[config.mk]
export PLATFORM = sky130hd
export DESIGN_NAME = irq_evt_ctrl
export DESIGN_NICKNAME = d
export VERILOG_FILES = /design/src/rtl/irq_evt_pkg.sv /design/src/rtl/evt_reg_bank.sv /design/src/rtl/gstop_ctrl.sv /design/src/rtl/irq_line.sv /design/src/rtl/irq_evt_ctrl.sv
export SDC_FILE = /design/constraint.sdc
export NUM_CORES = 1
export LEC_CHECK = 0
export CORE_ASPECT_RATIO = 0.75
export CORE_MARGIN = 2
export CORE_UTILIZATION = 28
export CTS_CLUSTER_SIZE = 20
export DETAILED_ROUTE_END_ITERATION = 7
export DONT_BUFFER_PORTS = 1
export GPL_TIMING_DRIVEN = 0
export SETUP_SLACK_MARGIN = 0.3
export SYNTH_ARGS = -nofsm -noshare
export SYNTH_HDL_FRONTEND = slang
export SYNTH_SLANG_ARGS = --single-unit
[constraint.sdc]
create_clock -name clk_i -period 1.85 [get_ports clk_i]
set_clock_uncertainty 0.05 [all_clocks]
set_input_delay 0.0925 -clock clk_i [delete_from_list [all_inputs] [get_ports clk_i]]
set_output_delay 0.0925 -clock clk_i [all_outputs]
set_load 0.005 [all_outputs]
[src/rtl/irq_evt_pkg.sv]
package irq_evt_pkg;
  localparam int unsigned EVT_W     = 32;
  localparam int unsigned ADDR_W    = 2;
  localparam int unsigned NUM_LINES = 3;
  localparam int unsigned NUM_PATHS = 2;

  localparam int unsigned LINE_TX  = 0;
  localparam int unsigned LINE_RX  = 1;
  localparam int unsigned LINE_ERR = 2;

  localparam int unsigned EV_TXF       = 0;
  localparam int unsigned EV_RXF       = 1;
  localparam int unsigned EV_RX_STOPPED = 2;
  localparam int unsigned EV_TX_STOPPED = 3;
  localparam int unsigned ERR_LO       = 2;
  localparam int unsigned ERR_HI       = 21;

  localparam logic [ADDR_W-1:0] REG_EVT  = 2'd0;
  localparam logic [ADDR_W-1:0] REG_MASK = 2'd1;
  localparam logic [ADDR_W-1:0] REG_DMA  = 2'd2;

  localparam int unsigned PATH_RX = 0;
  localparam int unsigned PATH_TX = 1;

  function automatic logic [EVT_W-1:0] group_mask(input int unsigned idx);
    logic [EVT_W-1:0] m;
    m = '0;
    case (idx)
      LINE_TX: m[EV_TXF] = 1'b1;
      LINE_RX: m[EV_RXF] = 1'b1;
      default: begin
        for (int b = ERR_LO; b <= ERR_HI; b++) m[b] = 1'b1;
      end
    endcase
    return m;
  endfunction
endpackage

[src/rtl/evt_reg_bank.sv]
module evt_reg_bank #(
  parameter int unsigned W = 32
) (
  input  logic         clk_i,
  input  logic         rst_ni,
  input  logic         clr_en_i,
  input  logic [W-1:0] clr_i,
  input  logic [W-1:0] set_i,
  output logic [W-1:0] evt_o,
  output logic [W-1:0] evt_nxt_o
);
  logic [W-1:0] evt_q, evt_d;
  logic [W-1:0] clr_eff;

  always_comb begin
    clr_eff = clr_en_i ? clr_i : '0;
    evt_d   = (evt_q & ~clr_eff) | set_i;
  end

  always_ff @(posedge clk_i or negedge rst_ni) begin
    if (!rst_ni) evt_q <= '0;
    else         evt_q <= evt_d;
  end

  assign evt_o     = evt_q;
  assign evt_nxt_o = evt_d;


  evt_set_wins_chk: assert property (@(posedge clk_i) disable iff (!rst_ni)
    (|set_i) |=> ((evt_q & $past(set_i)) == $past(set_i)));


  evt_w1c_chk: assert property (@(posedge clk_i) disable iff (!rst_ni)
    (clr_en_i && |(clr_i & ~set_i)) |=> ((evt_q & $past(clr_i & ~set_i)) == '0));
endmodule

[src/rtl/gstop_ctrl.sv]
module gstop_ctrl #(
  parameter int unsigned NPATH = 2
) (
  input  logic             clk_i,
  input  logic             rst_ni,
  input  logic             ctl_wr_i,
  input  logic [NPATH-1:0] ctl_bits_i,
  input  logic [NPATH-1:0] busy_i,
  output logic [NPATH-1:0] done_o
);
  for (genvar p = 0; p < NPATH; p++) begin : g_path
    logic stop_q, stop_d, stop_en;
    logic busy_q;
    logic done_now, done_late;

    always_comb begin
      stop_en   = ctl_wr_i;
      stop_d    = ctl_bits_i[p];
      done_now  = ctl_wr_i && ctl_bits_i[p] && !busy_i[p];
      done_late = busy_q && !busy_i[p] && stop_q;
      done_o[p] = done_now || done_late;
    end

    always_ff @(posedge clk_i or negedge rst_ni) begin
      if (!rst_ni) begin
        stop_q <= 1'b0;
        busy_q <= 1'b0;
      end else begin
        if (stop_en) stop_q <= stop_d;
        busy_q <= busy_i[p];
      end
    end


    gstop_idle_chk: assert property (@(posedge clk_i) disable iff (!rst_ni)
      done_o[p] |-> !busy_i[p]);
  end
endmodule

[src/rtl/irq_line.sv]
module irq_line #(
  parameter int unsigned   W     = 32,
  parameter logic [W-1:0]  GROUP = '0
) (
  input  logic         clk_i,
  input  logic         rst_ni,
  input  logic [W-1:0] set_i,
  input  logic [W-1:0] mask_i,
  input  logic [W-1:0] evt_i,
  input  logic [W-1:0] evt_nxt_i,
  input  logic         evt_wr_i,
  output logic         line_o
);
  logic line_q, line_d;
  logic raise, lower;

  always_comb begin
    raise = |(set_i & mask_i & GROUP);
    lower = evt_wr_i && ((evt_nxt_i & GROUP) == '0);
    if (raise)      line_d = 1'b1;
    else if (lower) line_d = 1'b0;
    else            line_d = line_q;
  end

  always_ff @(posedge clk_i or negedge rst_ni) begin
    if (!rst_ni) line_q <= 1'b0;
    else         line_q <= line_d;
  end

  assign line_o = line_q;


  line_rise_cause_chk: assert property (@(posedge clk_i) disable iff (!rst_ni)
    $rose(line_q) |-> $past(|(set_i & mask_i & GROUP)));


  line_fall_on_write_chk: assert property (@(posedge clk_i) disable iff (!rst_ni)
    $fell(line_q) |-> $past(evt_wr_i));


  line_fall_group_empty_chk: assert property (@(posedge clk_i) disable iff (!rst_ni)
    $fell(line_q) |-> ((evt_i & GROUP) == '0));
endmodule

[src/rtl/irq_evt_ctrl.sv]
module irq_evt_ctrl
  import irq_evt_pkg::*;
(
  input  logic              clk_i,
  input  logic              rst_ni,
  input  logic              wr_en_i,
  input  logic [ADDR_W-1:0] wr_addr_i,
  input  logic [EVT_W-1:0]  wr_data_i,
  input  logic [EVT_W-1:0]  evt_pulse_i,
  input  logic              rx_busy_i,
  input  logic              tx_busy_i,
  output logic              tx_irq_o,
  output logic              rx_irq_o,
  output logic              err_irq_o
);
  logic rst_meta_q, rst_n;

  always_ff @(posedge clk_i or negedge rst_ni) begin
    if (!rst_ni) begin
      rst_meta_q <= 1'b0;
      rst_n      <= 1'b0;
    end else begin
      rst_meta_q <= 1'b1;
      rst_n      <= rst_meta_q;
    end
  end

  logic evt_wr, mask_wr, dma_wr;
  logic [EVT_W-1:0] mask_q, mask_d;
  logic [EVT_W-1:0] set_vec, evt_q, evt_nxt;
  logic [NUM_PATHS-1:0] stop_req, busy_vec, stop_done;
  logic [NUM_LINES-1:0] line_vec;

  always_comb begin
    evt_wr  = wr_en_i && (wr_addr_i == REG_EVT);
    mask_wr = wr_en_i && (wr_addr_i == REG_MASK);
    dma_wr  = wr_en_i && (wr_addr_i == REG_DMA);
    mask_d  = wr_data_i;
    stop_req[PATH_RX] = wr_data_i[PATH_RX];
    stop_req[PATH_TX] = wr_data_i[PATH_TX];
    busy_vec[PATH_RX] = rx_busy_i;
    busy_vec[PATH_TX] = tx_busy_i;
    set_vec = evt_pulse_i;
    set_vec[EV_RX_STOPPED] = evt_pulse_i[EV_RX_STOPPED] | stop_done[PATH_RX];
    set_vec[EV_TX_STOPPED] = evt_pulse_i[EV_TX_STOPPED] | stop_done[PATH_TX];
  end

  always_ff @(posedge clk_i or negedge rst_n) begin
    if (!rst_n)       mask_q <= '0;
    else if (mask_wr) mask_q <= mask_d;
  end

  evt_reg_bank #(.W(EVT_W)) bank_i (
    .clk_i     (clk_i),
    .rst_ni    (rst_n),
    .clr_en_i  (evt_wr),
    .clr_i     (wr_data_i),
    .set_i     (set_vec),
    .evt_o     (evt_q),
    .evt_nxt_o (evt_nxt)
  );

  gstop_ctrl #(.NPATH(NUM_PATHS)) gstop_i (
    .clk_i      (clk_i),
    .rst_ni     (rst_n),
    .ctl_wr_i   (dma_wr),
    .ctl_bits_i (stop_req),
    .busy_i     (busy_vec),
    .done_o     (stop_done)
  );

  for (genvar g = 0; g < NUM_LINES; g++) begin : g_line
    irq_line #(.W(EVT_W), .GROUP(group_mask(g))) line_i (
      .clk_i     (clk_i),
      .rst_ni    (rst_n),
      .set_i     (set_vec),
      .mask_i    (mask_q),
      .evt_i     (evt_q),
      .evt_nxt_i (evt_nxt),
      .evt_wr_i  (evt_wr),
      .line_o    (line_vec[g])
    );
  end

  assign tx_irq_o  = line_vec[LINE_TX];
  assign rx_irq_o  = line_vec[LINE_RX];
  assign err_irq_o = line_vec[LINE_ERR];


  mask_wr_no_line_chk: assert property (@(posedge clk_i) disable iff (!rst_n)
    (mask_wr && !evt_wr && (evt_pulse_i == '0) && (stop_done == '0)) |=> $stable(line_vec));
endmodule

==> impl_metrics.tcl, run 1 <==
set metrics [dict create \
    syn_area_mm2 0.002197 \
    drv_slew 0 \
    ant_nets 0 \
    violations "negative setup slack" \
    grt_pass1_vias 1771 \
    grt_max_degree 52 \
    maxCapViolCount 0 \
    totalWireLength_mm 5.867 \
    final.min_clock_period_ps 2072 \
    drt_iter0_markers 85 \
    outcome "finished, violations left" \
    cts_tree "yes" \
    track_usage_pct 14.67 \
    drtPass1Iterations 4 \
    finalSetupViolations 1 \
    layout.nets 306 \
    crit_required_ps 2010 \
    vias_per_cell 4.754 \
    p_leak_nw 1.114 \
    yosys_warnings 0 \
    diodes 0 \
    portBuffers 0 \
    ioPinCount 74 \
    path_class "reg2reg" \
    hold_ws_ps 21.90 \
    synth_edf_count 0 \
    cp_data_arrival_time_ps 2230 \
    numCtsBuffers 5 \
    worstMarginPinSlew_ps 1114 \
    ys_seq_area_share_pct 60.36 \
    die_w_um 106.3 \
    ys_top_cells_by_count "53 x dfrtp_1, 24 x mux2_2, 24 x nand2_1" \
    antenna_found_initial 0 \
    syn_to_final_growth_pct 35.19 \
    fp.coreArea_mm2 0.007466 \
    cellPowerDensity_mw_per_mm2 791.6 \
    rows 27 \
    routabilityCongestion 0.7013 \
    synth_top_area_share_pct 60.36 \
    maxSlewHeadroom_pct 25.71 \
    start_kind "register" \
    rsz0062_at_grt "yes" \
    hold_path_class "in2reg" \
    drt-wirelength-per-cell_um 17.41 \
    clkSlewWorstSetupHoldPaths_ps 90 \
    clkLatencyLatePin_ps 310 \
    place_inst 275 \
    path_max_fanout 2 \
    fp.dieH_um 80.72 \
    grt_pass1_wl_mm 9.390 \
    fin_ws_ps -222.5 \
    synthArstFlopShare_pct 100.0 \
    dr_total_vias 1602 \
    postSynthAreaPerCell_um2 12.63 \
    vdd.ir_drop.worst_uv 444.9 \
    ys.flop_type "dfrtp_1" \
    multi_input_area_um2 844.6 \
    regArea_mm2 0.001328 \
    fmax_mhz 482.5 \
    fin_crit_sh_pct 112.0 \
    post-route-drc-count 0 \
    synthesis.nets 245 \
    yosysMostFrequentCell "dfrtp_1" \
    synth.largest_area_cell "dfrtp_1" \
    final.fill_count 729 \
    synth_area_leaders "dfrtp_1 60%, mux2_2 12%, a21o_1 5.5%" \
    yosysUniqueCellTypes 28 \
    hpwlAfterDp_mm 3.986 \
    die-area_mm2 0.008579 \
    synth-seq-cells 53 \
    root_buffer "clkbuf_8" \
    clockBufferDepth 2 \
    grt-ovfl-total 0 \
    cts_max_level 2 \
    synth_cells 174 \
    post-route-util_pct 39.79 \
    instances_no_fill 337 \
    layout-drive-gt1-share_pct 18.22 \
    cts.sinks 53 \
    start_util_pct 29.43 \
    hold_violations 0 \
    end_kind "register" \
]
logic make-up after synthesis:
group           count (synthesis)  share of synthesized area, %
flops                          53                         60.36
simple gates                   46                         11.16
compound gates                 40                         13.90
mux                            24                         12.30
buf+inv                        10                         2.107
other cells                     1                        0.1707
registers in the layout, indices dropped and copies added, names as in the netlist:
signal / cells
bank_i.evt_o: 22
g_line.line_i.line_o: 3
gstop_i.g_path.busy_q: 2
gstop_i.g_path.stop_q: 2
mask_q: 22
rst_meta_q: 1
rst_n: 1
final cells by class:
cell class	count	share of cell area, %
clock buffer	8	3.033
buffer	4	0.8003
sequential	53	44.69
multi-input combinational	111	28.43
timing repair buffer	54	18.03
tap	101	4.254
inverter	6	0.7582
where the power goes:
part / total [W] / internal, W / switching (W)
clock network: 0.000680 / 0.000306 / 0.000374
logic: 0.000313 / 0.000203 / 0.000109
registers: 0.00136 / 0.00128 / 0.0000801
total: 0.00235 / 0.00179 / 0.000563
cells in the final DEF (no fill, tap or decap):
master	instances
nor2b_1	3
nand2_2	1
buf_1	2
and3b_1	1
nand2_1	24
nand3_1	2
nor3b_4	1
or2_2	3
nor2b_4	1
a221oi_1	2
conb_1	1
a22o_1	6
nand3b_1	1
mux2_2	24
a22oi_1	5
a2111oi_2	1
o221ai_1	1
buf_6	1
dlygate4sd3_1	52
dfrtp_2	1
nand4b_1	1
a21boi_1	3
a21o_1	16
nor2_1	1
nor4_1	2
clkbuf_8	6
a21oi_1	4
or4_1	2
inv_1	6
buf_2	1
a2111oi_1	2
or4_4	1
clkbuf_1	2
buf_4	2
nand4_1	2
dfrtp_1	52
worst max-delay path: stages (launching register included):
cell and delay (ps):
dfrtp_1 390, nor2b_4 130, nor4_1 270, nand3_1 130
or4_4 430, or4_1 410, a21o_1 170
stage by stage:
| step | setup TNS (ps) | total power (W) | area (µm²) | worst slack [ps] |
|---|---|---|---|---|
| after floorplan | -60.22 | 0.001539 | 2206 | -60.22 |
| after global placement | -525.9 | 0.001589 | 2332 | -525.9 |
| after detailed placement | -525.1 | 0.001601 | 2332 | -525.1 |
| after CTS | -203.4 | 0.002370 | 2933 | -203.4 |
| after global routing | -305.1 | 0.002472 | 2970 | -305.1 |
| final | -222.5 | 0.002351 | 2970 | -222.5 |
timing repair:
item	in CTS	in global routing
buffers inserted	0	2
gates resized for setup	0	3
hold buffers	51	1
endpoints found under the setup margin	1	2
hold endpoints to repair	52	1
pin swaps	0	3
metal layers:
| metal | part of all wire [%] | track usage [%] | wire length (µm) |
|---|---|---|---|
| met1 | 48 | 20.48 | 2840 |
| met2 | 43 | 21.22 | 2506 |
| met4 | 1.2 | 4.737 | 72 |
| met3 | 7.7 | 5.195 | 449 |
| met5 | 0 | 0 | 0 |
path summary, 6_finish.rpt:
kind	start	end	slack [ps]	cells after the start
max reg2reg	bank_i.evt_o[12]$_DFF_PN0_	g_line[2].line_i.line_o$_DFFE_PN0P_	-220	6
min	wr_data_i[0]	bank_i.evt_o[2]$_DFF_PN0_	20	3
min reg2reg	rst_meta_q$_DFF_PN0_	rst_n$_DFF_PN0_	310	0
max in group asynchronous	rst_n$_DFF_PN0_	mask_q[8]$_DFFE_PN0P_	630	0
min in group asynchronous	rst_n$_DFF_PN0_	bank_i.evt_o[18]$_DFF_PN0_	440	0
max	bank_i.evt_o[12]$_DFF_PN0_	g_line[2].line_i.line_o$_DFFE_PN0P_	-220	6
Power figures use the tool's default switching activity.
==> run 2, diff against run 1 <==
--- a/config.mk
+++ b/config.mk
@@ -5,8 +5,8 @@
 export SDC_FILE = /design/constraint.sdc
 export NUM_CORES = 1
 export LEC_CHECK = 0
-export CORE_ASPECT_RATIO = 0.75
-export CORE_MARGIN = 2
+export CORE_ASPECT_RATIO = 1.4
+export CORE_MARGIN = 3
 export CORE_UTILIZATION = 28
 export CTS_CLUSTER_SIZE = 20
 export DETAILED_ROUTE_END_ITERATION = 7
==> impl_metrics.tcl, run 2 (synthesized netlist as in run 1, its figures left out) <==
set metrics [dict create \
    max_stage_delay_ps 430 \
    reg2reg_from "bank_i.evt_o[15]$_DFF_PN0_" \
    clockBufferDepth 2 \
    cp_data_arrival_time_ps 2200 \
    routabilityCongestion 0.7713 \
    fp.dieH_um 110.8 \
    antenna_found_initial 0 \
    fp.coreArea_mm2 0.007500 \
    drv_slew 0 \
    start_kind "register" \
    dr_total_vias 1555 \
    fmax_mhz 487.0 \
    track_usage_pct 13.68 \
    fin_crit_sh_pct 111.0 \
    maxCapViolCount 0 \
    hold_path_class "in2reg" \
    die-area_mm2 0.008961 \
    rows 37 \
    root_buffer "clkbuf_8" \
    cellPowerDensity_mw_per_mm2 835.7 \
    ff2ff_setup_slack_ps -200 \
    ant_nets 0 \
    startpoint "bank_i.evt_o[15]$_DFF_PN0_" \
    ioPinCount 74 \
    crit_required_ps 2000 \
    cts_max_level 2 \
    hold_depth 2 \
    worstMarginPinSlew_ps 1127 \
    final_cell_mix "52 x dfrtp_1, 50 x dlygate4sd3_1, 24 x nand2_1, 24 x mux2_2, 16 x a21o_1" \
    violations "negative hold slack, negative setup slack" \
    finalSetupViolations 1 \
    hold_ws_ps -116.1 \
    crit_slowest_cell "or4_1" \
    vdd.ir_drop.worst_uv 676.8 \
    grt_pass1_vias 1828 \
    start_util_pct 29.30 \
    post-route-drc-count 0 \
    worstHoldStart "evt_pulse_i[2]" \
    final.fill_count 745 \
    maxSlewHeadroom_pct 24.88 \
    vias_per_cell 4.712 \
    totalWireLength_mm 5.778 \
    outcome "finished, violations left" \
    syn_to_final_growth_pct 35.02 \
    path_max_fanout 2 \
    crit_chain "nor2b_1, nor4_2, nand3_1, or4_1, or4_4, a21o_1" \
    drt_iter0_markers 70 \
    grt_pass1_wl_mm 9.287 \
    clkSlewWorstSetupHoldPaths_ps 100 \
    hold_violations 2 \
    grt-ovfl-total 0 \
    grt_max_degree 52 \
    hpwlAfterDp_mm 3.845 \
    fin_ws_ps -203.5 \
    post-route-util_pct 39.56 \
    cts_tree "yes" \
    numCtsBuffers 5 \
    diodes 0 \
    layout_commonest_cell "dfrtp_1" \
    layout-drive-gt1-share_pct 18.88 \
    layout.nets 303 \
    p_leak_nw 1.103 \
    cts.sinks 53 \
    end_kind "register" \
    holdPathEnd "bank_i.evt_o[2]$_DFF_PN0_" \
    drt-wirelength-per-cell_um 17.51 \
    path_class "reg2reg" \
    power_w 0.002479 \
    drtPass1Iterations 4 \
    portBuffers 0 \
    die_w_um 80.87 \
    clkLatencyLatePin_ps 300 \
    final.min_clock_period_ps 2053 \
    reg2reg_depth 6 \
    reg2reg_to "g_line[2].line_i.line_o$_DFFE_PN0P_" \
    rsz0062_at_grt "yes" \
]
## run 2: cell count changes in the layout (fill, tap and decap cells not counted), sizes merged
cell	previous run	this run
clkbuf	8	6
dlygate4sd3	52	50
buf	6	5
bufinv	0	1
clkinvlp	0	1
## run 2: cell type report
class	count	area (µm²)	area share (%)
tap	97	121.4	4.091
inverter	6	22.52	0.7592
multi-input combinational	111	843.3	28.43
clock inverter	2	37.54	1.265
sequential	53	1328	44.75
buffer	4	23.77	0.8013
clock buffer	6	82.58	2.784
timing repair buffer	51	508.0	17.12
## run 2: where the power goes
| part | switching (W) | internal, W | total (W) |
|---|---|---|---|
| sequential | 0.0000774 | 0.00128 | 0.00136 |
| clock | 0.000378 | 0.000440 | 0.000818 |
| combinational | 0.000106 | 0.000199 | 0.000305 |
| total | 0.000562 | 0.00192 | 0.00248 |
## run 2: stage by stage
step / setup slack [ps] / std cells / setup TNS, ps / area, µm²
detailed placement: -458.7 / 271 / -458.7 / 2327
finish: -203.5 / 330 / -203.5 / 2967
global route: -293.5 / 330 / -293.5 / 2967
global placement: -449.6 / 271 / -449.6 / 2327
floorplan: -60.22 / 174 / -60.22 / 2206
CTS: -223.4 / 328 / -223.4 / 2938
## run 2: how the worst max path moves through the flow
stage | end | cells after the start | slack, ps
2_1_floorplan | g_line[2].line_i.line_o$_DFFE_PN0P_ | 7 | -60
3_3_place_gp | g_line[2].line_i.line_o$_DFFE_PN0P_ | 7 | -450
3_5_place_dp | g_line[2].line_i.line_o$_DFFE_PN0P_ | 7 | -460
4_1_cts | g_line[2].line_i.line_o$_DFFE_PN0P_ | 6 | -220
5_1_grt | g_line[2].line_i.line_o$_DFFE_PN0P_ | 6 | -290
6_report | g_line[2].line_i.line_o$_DFFE_PN0P_ | 6 | -200
## run 2: what timing repair did
action | 4_1_cts | 5_1_grt
gates resized for setup | 0 | 3
hold buffers | 49 | 1
pin swaps | 1 | 0
endpoints found under the setup margin | 1 | 1
hold endpoints to repair | 52 | 3
buffers inserted | 0 | 1
## run 2: per-layer routing
layer / track usage, % / share of wire [%] / vias up
met5: 0 / 0 / -
met4: 3.044 / 0.76 / 0
met3: 3.740 / 6.8 / 5
met2: 24.08 / 53 / 47
met1: 16.21 / 39 / 763
li1: - / - / 740
## run 2: worst max-delay path: cells and delay by family, from the launching register on
kind	cells	cell delay, ps
AND/OR/NAND/NOR	5	1350
flip-flops	1	390
AO/OA/AOI/OAI	1	160
